$ cat config.mk
export PLATFORM = sky130hd
export DESIGN_NAME = ham_sec_ded
export DESIGN_NICKNAME = d
export VERILOG_FILES = /design/src/rtl/ham_pkg.sv /design/src/rtl/ham_encoder.sv /design/src/rtl/ham_classify.sv /design/src/rtl/ham_sec_ded.sv
export SDC_FILE = /design/constraint.sdc
export NUM_CORES = 1
export LEC_CHECK = 0
export ABC_CLOCK_PERIOD_IN_PS = 2000
export CAP_MARGIN = 20
export CELL_PAD_IN_SITES_DETAIL_PLACEMENT = 0
export CELL_PAD_IN_SITES_GLOBAL_PLACEMENT = 1
export CORE_MARGIN = 2
export CORE_UTILIZATION = 47
export CTS_BUF_LIST = sky130_fd_sc_hd__clkbuf_8 sky130_fd_sc_hd__clkbuf_16
export CTS_CLUSTER_DIAMETER = 200
export DETAILED_ROUTE_END_ITERATION = 6
export DONT_BUFFER_PORTS = 1
export GPL_ROUTABILITY_DRIVEN = 1
export PLACE_DENSITY_LB_ADDON = 0.08
export SYNTH_ARGS = -nofsm -noshare
export SYNTH_HDL_FRONTEND = slang
export SYNTH_SLANG_ARGS = --single-unit
$ cat constraint.sdc
create_clock -name clk -period 2 [get_ports clk]
set_input_delay 0.2 -clock clk [delete_from_list [all_inputs] [get_ports clk]]
set_output_delay 0.2 -clock clk [all_outputs]
set_load 0.02 [all_outputs]
$ cat src/rtl/ham_pkg.sv
package ham_pkg;
  localparam int DATA_W = 16;
  localparam int CHK_W  = 5;
  localparam int CODE_W = DATA_W + CHK_W + 1;
  localparam int PM_POS = CODE_W - 1;

  // k-th code of weight >= 2, taken in ascending order
  function automatic logic [CHK_W-1:0] code_of(input int k);
    logic [CHK_W-1:0] r;
    logic [CHK_W-1:0] cv;
    int n;
    r = '0;
    n = 0;
    for (int c = 1; c < (1 << CHK_W); c++) begin
      cv = CHK_W'(c);
      if ($countones(cv) >= 2) begin
        if (n == k) r = cv;
        n++;
      end
    end
    return r;
  endfunction

  function automatic logic [CHK_W-1:0] calc_chk(input logic [DATA_W-1:0] d);
    logic [CHK_W-1:0] p;
    logic [CHK_W-1:0] cd;
    p = '0;
    for (int k = 0; k < DATA_W; k++) begin
      cd = code_of(k);
      for (int i = 0; i < CHK_W; i++)
        if (cd[i]) p[i] = p[i] ^ d[k];
    end
    return p;
  endfunction
endpackage

$ cat src/rtl/ham_encoder.sv
module ham_encoder
  import ham_pkg::*;
(
  input  logic [DATA_W-1:0] data,
  output logic [CODE_W-1:0] code
);
  logic [CHK_W-1:0] chk;
  logic             pm;

  always_comb begin
    chk = calc_chk(data);
    pm  = ^{chk, data};
    code = {pm, chk, data};
  end
endmodule

$ cat src/rtl/ham_classify.sv
module ham_classify
  import ham_pkg::*;
(
  input  logic [CODE_W-1:0] code,
  output logic [CHK_W-1:0]  syn,
  output logic              pm_fail,
  output logic [DATA_W-1:0] fix_mask,
  output logic              is_corr,
  output logic              is_dbl,
  output logic              is_chk
);
  logic [DATA_W-1:0] rx_data;
  logic [CHK_W-1:0]  rx_chk;
  logic [2:0]        syn_wt;

  assign rx_data = code[DATA_W-1:0];
  assign rx_chk  = code[DATA_W +: CHK_W];
  assign syn     = rx_chk ^ calc_chk(rx_data);
  assign pm_fail = ^code;
  assign syn_wt  = 3'($countones(syn));

  for (genvar k = 0; k < DATA_W; k++) begin : g_loc
    assign fix_mask[k] = pm_fail && (syn == code_of(k));
  end

  assign is_corr = |fix_mask;
  assign is_chk  = pm_fail && (syn_wt <= 3'd1);
  assign is_dbl  = (!pm_fail && (syn != '0)) ||
                   (pm_fail && (syn_wt >= 3'd2) && !is_corr);
endmodule

$ cat src/rtl/ham_sec_ded.sv
module ham_sec_ded
  import ham_pkg::*;
(
  input  logic              clk,
  input  logic              rst_n,
  input  logic [15:0]       enc_data,
  output logic [21:0]       enc_code,
  input  logic              dec_valid,
  input  logic [21:0]       dec_code,
  output logic              out_valid,
  output logic [15:0]       out_data,
  output logic              out_corrected,
  output logic              out_double,
  output logic              out_chk_err
);
  logic [CHK_W-1:0]  syn;
  logic              pm_fail;
  logic [DATA_W-1:0] fix_mask;
  logic              is_corr, is_dbl, is_chk;

  ham_encoder u_enc (
    .data (enc_data),
    .code (enc_code)
  );

  ham_classify u_cls (
    .code     (dec_code),
    .syn      (syn),
    .pm_fail  (pm_fail),
    .fix_mask (fix_mask),
    .is_corr  (is_corr),
    .is_dbl   (is_dbl),
    .is_chk   (is_chk)
  );

  always_ff @(posedge clk or negedge rst_n) begin
    if (!rst_n) begin
      out_valid     <= 1'b0;
      out_data      <= '0;
      out_corrected <= 1'b0;
      out_double    <= 1'b0;
      out_chk_err   <= 1'b0;
    end else begin
      out_valid <= dec_valid;
      if (dec_valid) begin
        out_data      <= dec_code[DATA_W-1:0] ^ fix_mask;
        out_corrected <= is_corr;
        out_double    <= is_dbl;
        out_chk_err   <= is_chk;
      end
    end
  end
endmodule

**Word-level counts from Yosys, hierarchy flattened**

Index checks and enable logic that the tools add are counted.

- Input port bits: 41
- Word-level logic and storage cells: 126
- RAM bits: 0
- Register bits: 20
- Memory bits (read-only): 0
- Memories: 0
- Bits in latches: 0
- Output and inout bits: 42

- Equal/unequal tests: 16
- Reductions and logical operators: 27
- Divide/modulo/power cells: 0
- Bitwise gates (word level): 72
- Muxes and demuxes: 0
- $lt $le $gt $ge: 2
- Shift-type cells: 0
- Add/subtract/negate cells: 4
- $mul: 0

Operators by type and width:

| kind | number |
|---|---|
| 1-bit bitwise XOR | 70 |
| 5-bit by 4-bit equality test with 1-bit output (second input constant) | 7 |
| 5-bit equality test (second input constant) | 5 |
| 22-bit XOR reduction | 1 |
| 21-bit XOR reduction | 1 |
| 1-bit logical AND | 20 |
| 16-bit OR reduction | 1 |
| 16-bit bitwise XOR | 1 |
| 5-bit by 3-bit equality test with 1-bit output (second input constant) | 3 |
| 5-bit by 2-bit equality test with 1-bit output (second input constant) | 1 |
| 5-bit nonzero test | 1 |
| 5-bit bitwise XOR | 1 |
| 1-bit by 1-bit adder with 2-bit output | 2 |
| 2-bit by 3-bit adder with 3-bit output | 1 |
| 3-bit by 1-bit adder with 3-bit output | 1 |
| 3-bit by 2-bit greater-or-equal comparator with 1-bit output (second input constant) | 1 |
| 3-bit by 1-bit <= comparator with 1-bit output (second input constant) | 1 |
| 1-bit zero test | 2 |
| 1-bit logical OR | 1 |

**Depth between registers and ports, before layout**

- Depth after elaboration: 17
- Mapped depth: 11
- Depth with buffers taken out: 11

**Cells and area by module**

A second synthesis with hierarchy kept.

- Cells, all modules: 218
- Area total of the unflattened synthesis: 2234.6 um^2

By module, submodules not included:

| module | seq. area each (um^2) | cells an instance | instances | area an instance (um^2) |
|---|---|---|---|---|
| ham_classify | 0.0 | 97 | 1 | 918.4 |
| ham_sec_ded | 500.5 | 75 | 1 | 885.8 |
| ham_encoder | 0.0 | 46 | 1 | 430.4 |

**Worst setup path after synthesis**

OpenSTA, ideal clock, no wires.

- Kind: input port to flip-flop
- Start: in dec_code[1]
- End: reg out_chk_err
- Library setup time: 0.125 ns
- Data arrival time: 2.734 ns
- Stages: 11
- Path buffers: 0
- Setup slack: -0.858 ns
- Data required time: 1.875 ns
- Cells stage by stage: xnor2_1 xor2_1 xnor2_1 xnor2_1 ha_1 xnor2_1 ha_1 ha_1 fa_1 nor3_1 mux2_2

- Longest elaborated chain between the ends: 15
- Elaborated cells between the ends (all ways): 25
- Those cells by class: 4 x add/sub; 1 x order compare; 18 x bitwise; 2 x reduce/logical

Ends and longest elaborated chain:

| item | RTL line | RTL |
|---|---|---|
| start, declared | ham_sec_ded.sv:9 | `input logic [21:0] dec_code,` |
| 1-bit bitwise XOR (9 in series) | ham_pkg.sv:31 | `if (cd[i]) p[i] = p[i] ^ d[k];` |
| 5-bit bitwise XOR | ham_classify.sv:18 | `assign syn = rx_chk ^ calc_chk(rx_data);` |
| 1-bit by 1-bit adder with 2-bit output (implied by the code) | ham_classify.sv:20 | `assign syn_wt = 3'($countones(syn));` |
| 2-bit by 3-bit adder with 3-bit output (implied by the code) | ham_classify.sv:20 |  |
| 3-bit by 1-bit adder with 3-bit output (implied by the code) | ham_classify.sv:20 |  |
| 3-bit by 1-bit <= comparator with 1-bit output | ham_classify.sv:27 | `assign is_chk = pm_fail && (syn_wt <= 3'd1);` |
| 1-bit logical AND * | ham_classify.sv:27 |  |
| end signal, assigned | ham_sec_ded.sv:49 | `out_chk_err <= is_chk;` |
| end, declared | ham_sec_ded.sv:14 | `output logic out_chk_err` |

Mark *: on every way between the ends. The rest lies on a longest branch, timed or not.
A chain may end at the register's enable or synchronous reset.

**Final worst setup path**

- Start: in dec_code[19]
- End: reg out_chk_err

- Longest elaborated chain between the ends: 6
- Elaborated cells between the ends (all ways): 7
- Those cells by class: 3 x add/sub; 1 x order compare; 1 x bitwise; 2 x reduce/logical

Ends and longest elaborated chain:

| item | RTL line |
|---|---|
| 5-bit bitwise XOR | ham_classify.sv:18 |
| 1-bit by 1-bit adder with 2-bit output (implied by the code) | ham_classify.sv:20 |
| 2-bit by 3-bit adder with 3-bit output (implied by the code) | ham_classify.sv:20 |
| 3-bit by 1-bit adder with 3-bit output (implied by the code) | ham_classify.sv:20 |
| 3-bit by 1-bit <= comparator with 1-bit output | ham_classify.sv:27 |
| 1-bit logical AND * | ham_classify.sv:27 |

Marked as above.

==> results.sh <==
export IMPL_antenna_found_initial=0
export IMPL_power_total_mw=4.57
export IMPL_mostFrequentLayoutCells="buf_4 (54), xnor2_1 (23), dfrtp_1 (20)"
export IMPL_postRouteAntennaNets=0
export IMPL_cpPeakStageDelay_ns=0.50
export IMPL_timing_critical_path_buf_inv=0
export IMPL_synth_area_per_cell_um2=9.62
export IMPL_worst_clock_skew_ns=0
export IMPL_tightest_slew_ns=0.940
export IMPL_hold_start="dec_valid"
export IMPL_clk_pin_slew_worst_paths_ns=0.08
export IMPL_p_per_area_mw_per_mm2=1470
export IMPL_hp_class="in2reg"
export IMPL_grt_overflow_total=0
export IMPL_seq_area_frac_synth=0.239
export IMPL_die_w_um=70.8
export IMPL_fillers=328
export IMPL_cpMaxStageDelayCell="fa_1"
export IMPL_critPathLaunch="dec_code[19]"
export IMPL_grt_max_degree=41
export IMPL_vias=1846
export IMPL_dp_slack_ns=-0.852
export IMPL_crit_type="in2reg"
export IMPL_htreeDepth=1
export IMPL_cts_made_buffers=3
export IMPL_cts_tree="built"
export IMPL_maxSlewViolCount=0
export IMPL_clock_latency_ns=0.26
export IMPL_required_ns=2.15
export IMPL_r2r_end="out_corrected$_DFFE_PN0P_"
export IMPL_worstPathCellList="xnor3_1, xnor2_2, xnor2_2, ha_4, xnor2_2, ha_1, ha_2, fa_1, nor3_1, mux2_2"
export IMPL_worst_ep_arrival_time_ns=2.65
export IMPL_synth_area_leaders="dfrtp_1 (24%), xnor2_1 (16%), xnor3_1 (8.6%)"
export IMPL_grt_pass1_wl_mm=9.76
export IMPL_final_common_cell="buf_4"
export IMPL_fin_crit_ns=2.50
export IMPL_wl_met2_mm=3.34
export IMPL_routedWlPerCell_um=19.8
export IMPL_status="finished, violations left"
export IMPL_peakVddDrop_v=0.000874
export IMPL_dp_hpwl_mm=4.19
export IMPL_syn_inst=218
export IMPL_rsz0062_at_grt="yes"
export IMPL_drt_pass1_iterations=4
export IMPL_cts_path_max_buffers=2
export IMPL_slew_headroom=0.371
export IMPL_clock_sinks=20
export IMPL_maxCapViolCount=0
export IMPL_grt_pass1_vias=1977
export IMPL_violations="negative setup slack"
export IMPL_drtIter0Drc=67
export IMPL_antennaDiodeCount=0
export IMPL_syn_num_nets=266
export IMPL_finalHoldViolCount=0
export IMPL_power_leakage_nw=1.29
export IMPL_synth_area_leader_cell="dfrtp_1"
export IMPL_min_to="out_data[13]$_DFFE_PN0P_"
export IMPL_cpMostUsedCell="xnor2_2"
export IMPL_wl_mm=6.24
export IMPL_area_delta_synth_final_pct=48.7
export IMPL_core_mm2=0.00432
export IMPL_ys_async_sr_fraction=1.00
export IMPL_timing_fmax_ghz=0.400
export IMPL_min_path_cells=1
export IMPL_final_nets=312
export IMPL_post_synth_top_area_fraction=0.239
export IMPL_rr_startpoint="out_corrected$_DFFE_PN0P_"
export IMPL_io_pins=83
export IMPL_multi_input_area_mm2=0.00193
export IMPL_fp_row_count=24
export IMPL_die_h_um=70.8
export IMPL_synth_warnings=0
export IMPL_synthFlopType="dfrtp_1"
export IMPL_end_kind="flop"
export IMPL_finalWeightedCongestion=0.884
export IMPL_synthesis_area_mm2=0.00210
export IMPL_drc=0
export IMPL_synth_edf_count=0
export IMPL_setup_ws_ns=-0.500
export IMPL_start_util=0.485
export IMPL_cp_start_kind="primary input"
export IMPL_reg2regPathDepth=2
export IMPL_critPathMaxFanout=2
export IMPL_die_area_mm2=0.00501
export IMPL_setup_viol=19
export IMPL_dr_max_layer_used="met4"
export IMPL_cp_top_family="adder cells"
export IMPL_track_usage=0.246
export IMPL_ys_ff_latch=20
export IMPL_drt_met1_wl_mm=2.39
export IMPL_synth_distinct_cells=36
export IMPL_seqCellArea_um2=500
export IMPL_viasPerCell=5.86
export IMPL_io_buffers=0
export IMPL_reg2reg_slack_ns=1.07
export IMPL_drive_gt1_frac=0.521
export IMPL_met3_length_um=450
export IMPL_cts_root_buf="clkbuf_8"
export IMPL_fin_crit_sh=1.25
area by class of cell:
class / count / share of cell area
sequential: 20 / 0.161
inverter: 4 / 0.00642
tap: 52 / 0.0209
clock buffer: 3 / 0.0132
clock inverter: 1 / 0.00963
timing repair buffer: 65 / 0.170
multi-input combinational: 170 / 0.619
Yosys cell counts, types with 4 or more instances:
cell type and count:
xnor3_1 8, a31oi_1 15, nor2_1 18, xor2_1 16, nand2_1 10, clkbuf_1 4
ha_1 6, buf_4 18, o31ai_1 14, xnor2_1 39, dfrtp_1 20, or4_1 14
what timing repair did:
action / CTS / global route
cloned: 3 / 0
setup endpoints to repair: 20 / 20
pin swaps: 35 / 22
endpoints found under the hold margin: 21 / 1
gates resized for setup: 42 / 41
setup buffers: 16 / 5
hold buffers: 1 / 1
state kept, by name, indices dropped and copies added (netlist names):
signal         flops
out_chk_err        1
out_corrected      1
out_data          16
out_double         1
out_valid          1
metrics by stage:
| step | area [um^2] | util | setup TNS, ns | std cells | hold slack [ns] |
|---|---|---|---|---|---|
| 2_1_floorplan | 2210 | - | -3.73 | 218 | -0.0956 |
| 3_3_place_gp | 2450 | 0.567 | -7.64 | 293 | -0.0951 |
| 3_5_place_dp | 2450 | 0.567 | -8.81 | 293 | -0.0951 |
| 4_1_cts | 2920 | 0.676 | -2.71 | 314 | -0.0356 |
| 5_1_grt | 3120 | 0.721 | -4.44 | 315 | 0.0292 |
| 6_report | 3120 | 0.721 | -3.50 | 315 | 0.0432 |
report_power, final:
group	leakage (nW)	switching [mW]	internal, mW	total, mW
clock network	0.0357	0.147	0.267	0.414
logic	1.02	1.77	1.77	3.54
registers	0.229	0.134	0.476	0.610
how the worst max path moves through the flow:
stage | endpoint | cells after the start
floorplan | out_chk_err$_DFFE_PN0P_ | 10
global route | out_chk_err$_DFFE_PN0P_ | 10
global placement | out_chk_err$_DFFE_PN0P_ | 11
detailed placement | out_chk_err$_DFFE_PN0P_ | 11
finish | out_chk_err$_DFFE_PN0P_ | 10
CTS | out_chk_err$_DFFE_PN0P_ | 11
routing by layer:
metal,global-route usage,up-vias
li1,-,846
met1,0.294,907
met2,0.457,85
met3,0.0442,8
met4,0.0587,0
met5,0,-
cells by family (layout without fill, tap and decap cells):
| logic type | count (synthesis) | in the layout | synth area share |
|---|---|---|---|
| AND/OR/NAND/NOR | 54 | 54 | 0.135 |
| flip-flops | 20 | 20 | 0.239 |
| XOR/XNOR | 67 | 67 | 0.350 |
| AO/OA/AOI/OAI | 41 | 41 | 0.139 |
| adder cells (fa/ha/maj) | 7 | 7 | 0.0453 |
| multiplexers | 1 | 1 | 0.00537 |
| buffers and inverters | 28 | 73 | 0.0865 |
Power figures use the tool's default switching activity.
